$ cat config.mk
export PLATFORM = sky130hd
export DESIGN_NAME = evc_top
export DESIGN_NICKNAME = d
export VERILOG_FILES = /design/src/rtl/evc_pkg.sv /design/src/rtl/evc_edge_sync.sv /design/src/rtl/evc_counter.sv /design/src/rtl/evc_capture.sv /design/src/rtl/evc_top.sv
export SDC_FILE = /design/constraint.sdc
export NUM_CORES = 1
export LEC_CHECK = 0
export CAP_MARGIN = 25
export CORE_MARGIN = 5
export CORE_UTILIZATION = 51
export DETAILED_ROUTE_END_ITERATION = 16
export PLACE_DENSITY = 0.9
export REMOVE_ABC_BUFFERS = 1
export SYNTH_ARGS = -nofsm -noshare
export SYNTH_HDL_FRONTEND = slang
export SYNTH_SLANG_ARGS = --single-unit
$ cat constraint.sdc
create_clock -name clk -period 1.6 [get_ports clk]
set_input_delay 0.4 -clock clk [delete_from_list [all_inputs] [get_ports clk]]
set_output_delay 0.4 -clock clk [all_outputs]
set_load 0.005 [all_outputs]
$ cat src/rtl/evc_pkg.sv
package evc_pkg;
  localparam int CNT_W = 8;
  typedef logic [CNT_W-1:0] cnt_t;
endpackage

$ cat src/rtl/evc_edge_sync.sv
module evc_edge_sync #(
  parameter int STAGES = 2
) (
  input  logic clk,
  input  logic rst_n,
  input  logic pin_i,
  output logic rise_o,
  output logic fall_o
);
  logic [STAGES-1:0] chain_q;
  logic              prev_q;

  genvar g;
  generate
    for (g = 0; g < STAGES; g++) begin : g_stage
      if (g == 0) begin : g_first
        always_ff @(posedge clk or negedge rst_n)
          if (!rst_n) chain_q[0] <= 1'b0;
          else        chain_q[0] <= pin_i;
      end else begin : g_next
        always_ff @(posedge clk or negedge rst_n)
          if (!rst_n) chain_q[g] <= 1'b0;
          else        chain_q[g] <= chain_q[g-1];
      end
    end
  endgenerate

  always_ff @(posedge clk or negedge rst_n)
    if (!rst_n) prev_q <= 1'b0;
    else        prev_q <= chain_q[STAGES-1];

  assign rise_o = chain_q[STAGES-1] & ~prev_q;
  assign fall_o = ~chain_q[STAGES-1] & prev_q;
endmodule

$ cat src/rtl/evc_counter.sv
module evc_counter
  import evc_pkg::*;
(
  input  logic clk,
  input  logic rst_n,
  input  logic run_i,
  input  logic rise_i,
  input  logic fall_i,
  input  cnt_t cmp_i,
  output cnt_t cnt_o,
  output logic hold_o,
  output logic irq_o
);
  cnt_t cnt_q;
  logic armed_q;
  logic hold_q;
  logic irq_q;
  logic hit;

  assign hit = fall_i & armed_q & (cnt_q == cmp_i);

  always_ff @(posedge clk or negedge rst_n) begin
    if (!rst_n) begin
      cnt_q   <= '0;
      armed_q <= 1'b0;
      hold_q  <= 1'b0;
      irq_q   <= 1'b0;
    end else if (!run_i) begin
      cnt_q   <= '0;
      armed_q <= 1'b0;
      hold_q  <= 1'b0;
      irq_q   <= 1'b0;
    end else begin
      irq_q <= hit;
      if (hit) begin
        cnt_q   <= '0;
        armed_q <= 1'b0;
        hold_q  <= 1'b1;
      end else if (rise_i) begin
        cnt_q   <= cnt_q + 1'b1;
        armed_q <= 1'b1;
        hold_q  <= 1'b0;
      end
    end
  end

  assign cnt_o  = cnt_q;
  assign hold_o = hold_q;
  assign irq_o  = irq_q;
endmodule

$ cat src/rtl/evc_capture.sv
module evc_capture
  import evc_pkg::*;
(
  input  logic clk,
  input  logic rst_n,
  input  logic en_i,
  input  logic hold_i,
  input  cnt_t cnt_i,
  output cnt_t cap_o
);
  cnt_t cap_q;

  always_ff @(posedge clk or negedge rst_n)
    if (!rst_n)               cap_q <= '0;
    else if (en_i && !hold_i) cap_q <= cnt_i;

  assign cap_o = cap_q;
endmodule

$ cat src/rtl/evc_top.sv
module evc_top
  import evc_pkg::*;
#(
  parameter int SYNC_STAGES = 2
) (
  input  logic             clk,
  input  logic             rst_n,
  input  logic             evt_pin_i,
  input  logic             run_i,
  input  logic             cap_en_i,
  input  logic             cmp_we_i,
  input  logic [CNT_W-1:0] cmp_wdata_i,
  output logic [CNT_W-1:0] cap_value_o,
  output logic             irq_o
);
  logic ev_rise;
  logic ev_fall;
  logic cnt_hold;
  cnt_t cnt_q;
  cnt_t cmp_q;

  // Compare value: writable only while stopped
  always_ff @(posedge clk or negedge rst_n)
    if (!rst_n)                 cmp_q <= '0;
    else if (cmp_we_i && !run_i) cmp_q <= cmp_wdata_i;

  evc_edge_sync #(.STAGES(SYNC_STAGES)) u_sync (
    .clk    (clk),
    .rst_n  (rst_n),
    .pin_i  (evt_pin_i),
    .rise_o (ev_rise),
    .fall_o (ev_fall)
  );

  evc_counter u_cnt (
    .clk    (clk),
    .rst_n  (rst_n),
    .run_i  (run_i),
    .rise_i (ev_rise),
    .fall_i (ev_fall),
    .cmp_i  (cmp_q),
    .cnt_o  (cnt_q),
    .hold_o (cnt_hold),
    .irq_o  (irq_o)
  );

  evc_capture u_cap (
    .clk    (clk),
    .rst_n  (rst_n),
    .en_i   (cap_en_i),
    .hold_i (cnt_hold),
    .cnt_i  (cnt_q),
    .cap_o  (cap_value_o)
  );
endmodule

==> impl_summary.md <==
Outcome
The flow ran to the end, and the final reports show no timing, DRC or antenna violations.

Pwr
Summed over all cells, the static leakage comes to 0.864 nW. The power per cell area is 917 nW/um^2. VDD sags by at most 871 uV.

Cells and area
The most frequent standard cell in the layout excluding fill and tap cells is sky130_fd_sc_hd__dfrtp_1. The number of antenna repair diodes is 0. In the layout the commonest cells are sky130_fd_sc_hd__dfrtp_1, sky130_fd_sc_hd__mux2_2, sky130_fd_sc_hd__clkdlybuf4s50_1.

The final-stage net count is 150. Cells fill 70.0% of the core in the end. Relative to the synthesized area, the layout overhead comes to 32.4%.

After routing the design area is 1720 sq um. The post-route netlist has 29.4% of its cells at a drive strength greater than 1.

STA
The total count of max-transition violations in the final report is 0. At the pin with the least slew margin, the transition time is 0.365 ns. The clock arrives with 0.0123 ns of skew.

Setup repair after global routing left no endpoint under its margin. The post-route clock period utilization is 90.5%. The smallest clock period supported by the final layout is computed as 1.45 ns. The hold violation count in the final report was 0. The final setup violation count is 0. Timing would allow up to 0.691 GHz. The relative max-transition margin is 75.7%.

Route
The count of nets left with antenna violations once routing finished came out at 0. Before antenna repair, the detailed router went through 4 iterations. The via count is 846. The detailed router finished its first iteration with 16 violations. The wire length per cell after detailed routing is 14.6 microns. For this run, design rule violations remaining after detail routing come to 0. The routed wire length is 2.43 mm.

The via density per instance is 5.10.

Synthesis
The synthesized netlist contains 22 unique library cells. Counting flops and latches in the post-synthesis netlist gives 30. The synthesized area per cell is 13.4 sq um. The cell count after synthesis came out at 97.

The number of warning messages in the yosys log is 0. In this run the cell area of the synthesized design comes to 1300 sq um. Summing the sequential cell areas from Yosys gives 57.8% of the chip area.

Floorplanning
The floorplan core area is 2450 sq um. In this run the core area contains 18 standard-cell rows. During I/O placement, the number of pins put on the boundary was 23. The effective utilization at floorplan is 52.9%. Measured along the x axis, the die boundary spans 60.5 microns. The die span in y is 60.5 microns.

The die covers 3660 sq um.

Clock network
Counting the buffers created by CTS gives 5. The CTS sink count is 30. Counting along the longest clock path gives a buffer depth of 2. For the worst-skew pair, the clock arrives at the later sink with an insertion delay of 0.34 ns. The root buffer cell chosen for the clock tree is sky130_fd_sc_hd__clkbuf_4. The number of hold buffers added after CTS was 0.

The H-tree was split into 2 levels. The clock-pin transition on the worst setup and hold timing paths is 0.09 ns. TritonCTS built the clock tree.

Global routing
The initial antenna violation count was 0. After global routing the overflow that remains totals 0. The number of global-route vias before repair is 913. The maximum number of pins on one net before global-route repair is 31. The global-route wire length before repair is 4.09 mm.

In the global route stage, overall resource usage came out at 16.1%.

Worst setup path
The kind of end point of the critical path is a register. The worst register-to-register path ends at u_cnt.cnt_o[3]$_DFFE_PN0P_. For the worst setup path, the data required time is 1.83 ns.

The launching point of the worst reg2reg path is u_cnt.cnt_o[3]$_DFFE_PN0P_. The worst setup path is launched from a register. The maximum fanout along the worst path is 9. The setup path with the least slack is of type reg -> reg. The critical path data arrival time is 1.68 ns.

Setup slack on the worst reg-to-reg path comes out at 0.15 ns. The cell count of the worst reg-to-reg path is 5.

Placement
The total placed instance area is 1610 sq um. The congestion estimate from routability-driven global placement came to 0.816. The number of input and output port buffers inserted is 22. The HPWL reported at the end of detailed placement is 1.79 mm.

Hold path
The terminating pin of the worst hold path is u_sync.chain_q[1]$_DFF_PN0_. The class of the tightest hold or removal check is reg -> reg. The worst hold path passes through 0 cells. The worst hold path startpoint is u_sync.chain_q[0]$_DFF_PN0_.

Run
The max-cap check violation count is 0.
-- synthesized netlist by cell type --
| library cell | n | area [sq um] |
|---|---|---|
| sky130_fd_sc_hd__dfrtp_1 | 30 | 751 |
| sky130_fd_sc_hd__xnor2_2 | 1 | 16.3 |
| sky130_fd_sc_hd__and3_1 | 1 | 6.26 |
| sky130_fd_sc_hd__o31ai_4 | 1 | 21.3 |
| sky130_fd_sc_hd__buf_2 | 3 | 15.0 |
| sky130_fd_sc_hd__buf_6 | 1 | 11.3 |
| sky130_fd_sc_hd__xor2_1 | 6 | 52.6 |
| sky130_fd_sc_hd__nand2b_1 | 1 | 6.26 |
| sky130_fd_sc_hd__ha_1 | 1 | 12.5 |
| sky130_fd_sc_hd__and3b_1 | 1 | 8.76 |
| sky130_fd_sc_hd__nor2b_1 | 3 | 18.8 |
| sky130_fd_sc_hd__mux2_2 | 16 | 180 |
| sky130_fd_sc_hd__nand2_1 | 3 | 11.3 |
| sky130_fd_sc_hd__and4b_1 | 1 | 10.0 |
| sky130_fd_sc_hd__and2_1 | 1 | 6.26 |
| sky130_fd_sc_hd__nand3_2 | 1 | 10.0 |
| sky130_fd_sc_hd__nor2_1 | 10 | 37.5 |
| sky130_fd_sc_hd__mux2i_1 | 1 | 10.0 |
| sky130_fd_sc_hd__nor3_1 | 1 | 5.00 |
| sky130_fd_sc_hd__nand4_1 | 5 | 31.3 |
| sky130_fd_sc_hd__xnor2_1 | 8 | 70.1 |
| sky130_fd_sc_hd__o21a_1 | 1 | 7.51 |
-- state kept, by name, summed over array words and instances, names as in the netlist --
signal          count
u_cnt.armed_q       1
u_cnt.hold_o        1
u_cap.cap_o         8
u_cnt.irq_o         1
u_sync.prev_q       1
u_cnt.cnt_o         8
cmp_q               8
u_sync.chain_q      2
-- power by group --
group	total, mW	leakage (nW)	switching, mW	internal (mW)
sequential	0.832	0.392	0.0316	0.800
combinational	0.195	0.427	0.0771	0.118
clock	0.550	0.0446	0.250	0.300
-- final cells by class --
type | count | area, sq um
repair buffers | 35 | 330
clock buffers | 8 | 78.8
well taps | 30 | 37.5
flip-flops and latches | 30 | 751
multi-input cells | 63 | 522
fillers | 175 | 736
-- routing by layer --
layer  share of wire, %  global-route usage, %  wire length (microns)  up-vias
li1                   -                      -                      -      405
met1                 41                   18.3                    998      416
met2                 51                   27.2                   1250       18
met3                4.8                   4.47                    116        7
met4                2.8                   9.29                     68        0
met5                  0                      0                      0        -
-- worst max path at each step --
stage	startpoint	endpoint	slack, ns	cells past startpoint
global placement	cmp_we_i	cmp_q[5]$_DFFE_PN0P_	0.005	4
global route	u_cnt.cnt_o[3]$_DFFE_PN0P_	u_cnt.cnt_o[2]$_DFFE_PN0P_	0.04	5
detailed placement	cmp_we_i	cmp_q[3]$_DFFE_PN0P_	-0.04	4
CTS	u_cap.cap_o[1]$_DFFE_PN0P_	cap_value_o[1]	0.004	1
finish	u_cnt.cnt_o[3]$_DFFE_PN0P_	u_cnt.cnt_o[3]$_DFFE_PN0P_	0.15	5
floorplan	cmp_we_i	cmp_q[0]$_DFFE_PN0P_	0.28	2
-- per-stage QoR --
| stage | TNS [ns] | setup slack, ns | instances | power (mW) | hold slack [ns] |
|---|---|---|---|---|---|
| after global routing | 0 | 0.0384 | 166 | 1.64 | 0.364 |
| after CTS | 0 | 0.00447 | 164 | 1.60 | 0.359 |
| after floorplan | 0 | 0.276 | 93 | 0.942 | 0.104 |
| after detailed placement | -0.299 | -0.0435 | 154 | 1.04 | 0.340 |
| final | 0 | 0.152 | 166 | 1.58 | 0.362 |
| after global placement | 0 | 0.00506 | 154 | 1.03 | 0.333 |
-- worst max-delay path, cell delays in order (launching register included) --
cell and delay (ns):
sky130_fd_sc_hd__dfrtp_1 0.46, sky130_fd_sc_hd__xnor2_1 0.16, sky130_fd_sc_hd__nand4_1 0.20, sky130_fd_sc_hd__o31ai_4 0.27
sky130_fd_sc_hd__buf_4 0.19, sky130_fd_sc_hd__nor2_1 0.06
-- timing repair --
| item | 4_1_cts | 5_1_grt |
|---|---|---|
| setup buffers | 2 | 2 |
| pin swaps | 0 | 1 |
| setup endpoints to repair | 7 | 7 |
| cloned | 0 | 0 |
| resized for setup | 6 | 3 |
-- cells by family (layout without fill, tap and decap cells) --
group                    Yosys count  in the layout  share of synthesized area (%)
multiplexers                      17             17                           14.6
adder cells (fa/ha/maj)            1              1                          0.963
buffers and inverters              4             43                           2.02
flip-flops                        30             30                           57.8
XOR/XNOR                          15             15                           10.7
AO/OA/AOI/OAI                      2              2                           2.22
AND/OR/NAND/NOR                   28             28                           11.7
Power figures use the tool's default switching activity.
